<file path="config.mk">
export PLATFORM = sky130hd
export DESIGN_NAME = lane_permute_unit
export DESIGN_NICKNAME = d
export VERILOG_FILES = /design/src/rtl/vpu_pkg.sv /design/src/rtl/vpu_shuffle_unpack.sv /design/src/rtl/vpu_half_move.sv /design/src/rtl/vpu_logic_sign.sv /design/src/rtl/lane_permute_unit.sv
export SDC_FILE = /design/constraint.sdc
export NUM_CORES = 1
export LEC_CHECK = 0
export BUFFER_PORTS_ARGS = -buffer_cell sky130_fd_sc_hd__buf_2
export CAP_MARGIN = 25
export CORE_ASPECT_RATIO = 1.4
export CORE_MARGIN = 2
export CORE_UTILIZATION = 35
export CTS_BUF_LIST = sky130_fd_sc_hd__clkbuf_2 sky130_fd_sc_hd__clkbuf_4 sky130_fd_sc_hd__clkbuf_8
export DETAILED_ROUTE_END_ITERATION = 6
export PLACE_DENSITY = 0.59
export SLEW_MARGIN = 10
export SYNTH_ARGS = -nofsm -noshare
export SYNTH_HDL_FRONTEND = slang
export SYNTH_SLANG_ARGS = --single-unit
</file>
<file path="constraint.sdc">
create_clock -name clk -period 1.75 [get_ports clk]
set_input_delay 0.175 -clock clk [delete_from_list [all_inputs] [get_ports clk]]
set_output_delay 0.175 -clock clk [all_outputs]
set_load 0.02 [all_outputs]
</file>
<file path="src/rtl/vpu_pkg.sv">
package vpu_pkg;

    localparam int LANE_W = 32;
    localparam int LANES  = 4;
    localparam int VEC_W  = LANE_W * LANES;
    localparam int HALF_W = VEC_W / 2;
    localparam int SEL_W  = $clog2(LANES);
    localparam int IMM_W  = SEL_W * LANES;
    localparam int OP_W   = 4;

    typedef enum logic [OP_W-1:0] {
        OP_SHUF  = 4'd0,
        OP_ILVLO = 4'd1,
        OP_ILVHI = 4'd2,
        OP_MVHL  = 4'd3,
        OP_MVLH  = 4'd4,
        OP_SGN   = 4'd5,
        OP_AND   = 4'd6,
        OP_ANDN  = 4'd7,
        OP_OR    = 4'd8,
        OP_XOR   = 4'd9
    } vpu_op_e;

    typedef logic [VEC_W-1:0] vec_t;

    typedef struct packed {
        vpu_op_e          op;
        logic [IMM_W-1:0] imm;
        vec_t             dst;
        vec_t             src;
    } vpu_req_t;

    typedef struct packed {
        vec_t shuf;
        vec_t ilvlo;
        vec_t ilvhi;
        vec_t mvhl;
        vec_t mvlh;
        vec_t sgn;
        vec_t band;
        vec_t bandn;
        vec_t bor;
        vec_t bxor;
    } vpu_cand_t;

    function automatic logic op_known(logic [OP_W-1:0] code);
        return code <= OP_XOR;
    endfunction

endpackage

</file>
<file path="src/rtl/vpu_shuffle_unpack.sv">
module vpu_shuffle_unpack #(
    parameter int LW = vpu_pkg::LANE_W,
    parameter int NL = vpu_pkg::LANES
) (
    input  logic [$clog2(NL)*NL-1:0] imm,
    input  logic [LW*NL-1:0]         dst,
    input  logic [LW*NL-1:0]         src,
    output logic [LW*NL-1:0]         shuf,
    output logic [LW*NL-1:0]         ilvlo,
    output logic [LW*NL-1:0]         ilvhi
);
    localparam int SW = $clog2(NL);
    localparam int HL = NL / 2;

    logic [LW-1:0] d_l [NL];
    logic [LW-1:0] s_l [NL];

    for (genvar i = 0; i < NL; i++) begin : g_lane
        logic [SW-1:0] sel;
        assign d_l[i] = dst[i*LW +: LW];
        assign s_l[i] = src[i*LW +: LW];
        assign sel    = imm[i*SW +: SW];

        // low result half draws on dst, high half on src
        if (i < HL) begin : g_lo
            assign shuf[i*LW +: LW] = d_l[sel];
        end else begin : g_hi
            assign shuf[i*LW +: LW] = s_l[sel];
        end

        // even result lanes from dst, odd from src
        if (i % 2 == 0) begin : g_even
            assign ilvlo[i*LW +: LW] = d_l[i/2];
            assign ilvhi[i*LW +: LW] = d_l[i/2 + HL];
        end else begin : g_odd
            assign ilvlo[i*LW +: LW] = s_l[i/2];
            assign ilvhi[i*LW +: LW] = s_l[i/2 + HL];
        end
    end

endmodule

</file>
<file path="src/rtl/vpu_half_move.sv">
module vpu_half_move #(
    parameter int VW = vpu_pkg::VEC_W
) (
    input  logic [VW-1:0] dst,
    input  logic [VW-1:0] src,
    output logic [VW-1:0] mvhl,
    output logic [VW-1:0] mvlh
);
    localparam int HW = VW / 2;

    // upper source half lands low, destination upper half kept
    assign mvhl = {dst[VW-1:HW], src[VW-1:HW]};
    // lower source half lands high, destination lower half kept
    assign mvlh = {src[HW-1:0], dst[HW-1:0]};

endmodule

</file>
<file path="src/rtl/vpu_logic_sign.sv">
module vpu_logic_sign #(
    parameter int LW = vpu_pkg::LANE_W,
    parameter int NL = vpu_pkg::LANES
) (
    input  logic [LW*NL-1:0] dst,
    input  logic [LW*NL-1:0] src,
    output logic [LW*NL-1:0] band,
    output logic [LW*NL-1:0] bandn,
    output logic [LW*NL-1:0] bor,
    output logic [LW*NL-1:0] bxor,
    output logic [LW*NL-1:0] sgn
);
    localparam int VW = LW * NL;

    logic [NL-1:0] mask;

    assign band  = dst & src;
    assign bandn = ~dst & src;
    assign bor   = dst | src;
    assign bxor  = dst ^ src;

    for (genvar i = 0; i < NL; i++) begin : g_sign
        assign mask[i] = src[i*LW + LW - 1];
    end

    assign sgn = {{(VW-NL){1'b0}}, mask};

endmodule

</file>
<file path="src/rtl/lane_permute_unit.sv">
module lane_permute_unit
    import vpu_pkg::*;
(
    input  logic               clk,
    input  logic               rst,
    input  logic               in_valid,
    input  logic [OP_W-1:0]    in_op,
    input  logic [IMM_W-1:0]   in_imm,
    input  logic [VEC_W-1:0]   in_dst,
    input  logic [VEC_W-1:0]   in_src,
    output logic               out_valid,
    output logic [VEC_W-1:0]   out_data
);
    vpu_req_t  req;
    vpu_cand_t cand;
    vec_t      nxt;

    assign req.op  = vpu_op_e'(in_op);
    assign req.imm = in_imm;
    assign req.dst = in_dst;
    assign req.src = in_src;

    vpu_shuffle_unpack #(.LW(LANE_W), .NL(LANES)) u_perm (
        .imm   (req.imm),
        .dst   (req.dst),
        .src   (req.src),
        .shuf  (cand.shuf),
        .ilvlo (cand.ilvlo),
        .ilvhi (cand.ilvhi)
    );

    vpu_half_move #(.VW(VEC_W)) u_half (
        .dst  (req.dst),
        .src  (req.src),
        .mvhl (cand.mvhl),
        .mvlh (cand.mvlh)
    );

    vpu_logic_sign #(.LW(LANE_W), .NL(LANES)) u_bits (
        .dst   (req.dst),
        .src   (req.src),
        .band  (cand.band),
        .bandn (cand.bandn),
        .bor   (cand.bor),
        .bxor  (cand.bxor),
        .sgn   (cand.sgn)
    );

    always_comb begin
        nxt = '0;
        if (op_known(in_op)) begin
            case (req.op)
                OP_SHUF:  nxt = cand.shuf;
                OP_ILVLO: nxt = cand.ilvlo;
                OP_ILVHI: nxt = cand.ilvhi;
                OP_MVHL:  nxt = cand.mvhl;
                OP_MVLH:  nxt = cand.mvlh;
                OP_SGN:   nxt = cand.sgn;
                OP_AND:   nxt = cand.band;
                OP_ANDN:  nxt = cand.bandn;
                OP_OR:    nxt = cand.bor;
                OP_XOR:   nxt = cand.bxor;
                default:  nxt = '0;
            endcase
        end
    end

    always_ff @(posedge clk) begin
        if (rst) begin
            out_valid <= 1'b0;
            out_data  <= '0;
        end else begin
            out_valid <= in_valid;
            if (in_valid) begin
                out_data <= nxt;
            end
        end
    end

endmodule

</file>
==> impl_metrics.toml <==
[floorplanning]
row_count = 101
dieArea_sq_um = 56800
pin_count = 400
die_h_um = 281
die_w_um = 202
core-area_sq_um = 54200
start_util_pct = 35.4

[min_path]
holdCritPathClass = "input pin to flip-flop"
holdPathEnd = "out_data[88]"
hold_path.startpoint = "in_dst[88]"
hold_depth = 4

[final_layout]
nets = 3100
drive_gt1_share_pct = 28.1
stdcell_count = 3438
final_util_pct = 43.7
syn2layout_area_growth_pct = 23.5
fillers = 5377

[sta]
tightest_slew_ns = 0.478
timing.final.crit_period_ns = 1.48
layout_setup_ws_ns = 0.265
drv_slew = 0
rsz0062_at_grt = "false"
fmax_mhz = 674
slew_headroom_pct = 68.1
finalSetupViolCount = 0
period_share_pct = 84.8
hold_viol = 0
clock_skew_ns = 0

[grt]
grt_pass1_wl_um = 136000
grt_usage_pct = 31.5
grt_max_degree = 52
grt_pass1_vias = 22185
antenna_found_initial = 7
grt_overflow = 0

[setup_path]
crit_required_ns = 1.57
crit_chain = "buf_2"
crit_family = "flip-flops"
endpoint_kind = "primary output"
r2r_setup_slack_ns = 0.53
path_class = "flip-flop to primary output"
r2r-end = "out_data[95]"
critPathBufInv = 1
cp_max_fo = 2
slowest_delay_ns = 0.54
r2r_cells = 4
startpoint_type = "flip-flop"
slowest_stage = "dfxtp_1"
worstReg2RegStart = "out_data[95]"
critical_path_arrival_ns = 1.31

[logic_synthesis]
synth_cells = 2347
synth.most_common_cell = "inv_1"
synth-seq-cells = 129
syn_area_per_cell_sq_um = 8.18
synth.largest_area_cell = "mux4_2"
ys_seq_area_share_pct = 13.5
ys.flop_type = "dfxtp_1"
synth_edf_count = 0
synth_common_cells = "inv_1 (256), nand2_1 (248), dfxtp_1 (129), ha_1 (128), mux4_2 (128)"
synth_top_cell_area_share_pct = 15.0
async_flop_share_pct = 0
yosysUniqueCellTypes = 59
syn_nets = 2746
synth_area_leaders = "mux4_2 (15%), dfxtp_1 (13%), ha_1 (8.3%)"
syn_area_sq_um = 19200
yosysWarnings = 0

[detailed_routing]
viasPerCell = 6.42
vias = 22081
drt-total-wl_um = 92000
wl_met3_um = 8370
drt_iter0_drc = 2166
top_layer = "met5"
wl_met2_um = 44000
wl_met1_um = 33100
drc_errors = 0
drtAntennaViolNets = 0
wl_per_cell_um = 26.7
dr.pass1.iters = 6

[clocking]
root_buffer = "clkbuf_8"
cts_made_buffers = 17
clkSinkCount = 129
cts_resized = 0
cts_max_level = 4
cts_buffer_depth = 2
clk-insertion-delay-late_ns = 0.53
cts.clk_slew.worst_paths_ns = 0.10
postCtsSetupBuffers = 0
cts_hold_buf = 9
cts_tree = "yes"

[status]
status = "complete, no violations"

[job]
max-cap-violations = 0

[pwr]
irDropWorstVdd_mv = 0.524
leakagePower_uw = 0.0103
power.total_uw = 11500
p_per_area_nw_per_um2 = 483

[placed_design]
place_worst_setup_slack_ns = -0.00149
detailed_place_hpwl_um = 65900
dp.cells = 3394
gp_congestion = 0.926
io_buffers = 399
[placed cells by master (no fill, tap or decap), types with 74 or more instances in the layout]
cell type,count
buf_4,99
xor2_1,74
nand2_1,247
a21oi_1,102
buf_2,390
a32oi_1,90
dfxtp_1,129
mux2i_1,124
mux4_2,128
ha_1,128
o21ai_0,104
inv_1,256
[registers in the layout, summed over array words and instances, names as in the netlist]
register	count
out_valid	1
out_data	128
[layout make-up]
cell class	instances	area (sq um)	area share, %
sequential	129	2580	10.9
antenna	3	7.51	0.0317
timing repair buffer	568	4170	17.6
inverter	257	970	4.09
tap	721	902	3.81
clock buffer	20	275	1.16
clock inverter	12	155	0.655
multi-input combinational	1728	14600	61.8
[metal layers]
metal | GRT usage (%) | vias up
li1 | - | 9494
met1 | 35.8 | 10796
met2 | 53.0 | 1414
met3 | 6.17 | 369
met4 | 22.3 | 8
met5 | 0 | -
[metrics by stage]
| step | instance area (sq um) | hold slack [ns] | setup TNS [ns] |
|---|---|---|---|
| after floorplan | 19200 | 0.346 | 0 |
| after detailed placement | 23200 | 0.521 | -0.00149 |
| final | 23700 | 0.0440 | 0 |
| after global placement | 23200 | 0.514 | 0 |
| after CTS | 23700 | 0.00449 | 0 |
| after global routing | 23700 | 0.0663 | 0 |
[worst max-delay path by stage]
stage / cells past startpoint / slack (ns) / startpoint / end
final: 1 / 0.27 / out_data[6] / out_data[6]
after global routing: 1 / 0.23 / out_data[6] / out_data[6]
after CTS: 1 / 0.33 / out_data[6] / out_data[6]
after detailed placement: 6 / -0.001 / in_op[1] / out_data[15]
after global placement: 6 / 0.009 / in_op[1] / out_data[26]
after floorplan: 6 / 0.08 / in_imm[0] / out_data[26]
[cell families (layout without fill, tap and decap cells)]
family                     count (synthesis)  after routing  share of synthesized area [%]
AOI/OAI and AO/OA                        719            719                           27.0
xor gates and xnor gates                 106            106                           4.84
adders and majority gates                128            128                           8.34
buffers and inverters                    490            857                           10.8
DFF                                      129            129                           13.5
muxes                                    270            270                           22.5
other                                      0              3                              0
and+or+nand+nor                          505            505                           13.0
[report_power, final]
part           total [uW]  internal [uW]  switching, uW
clock network        3170           1520           1650
logic                5160           2210           2950
registers            3130           3040           96.2
Power figures use the tool's default switching activity.
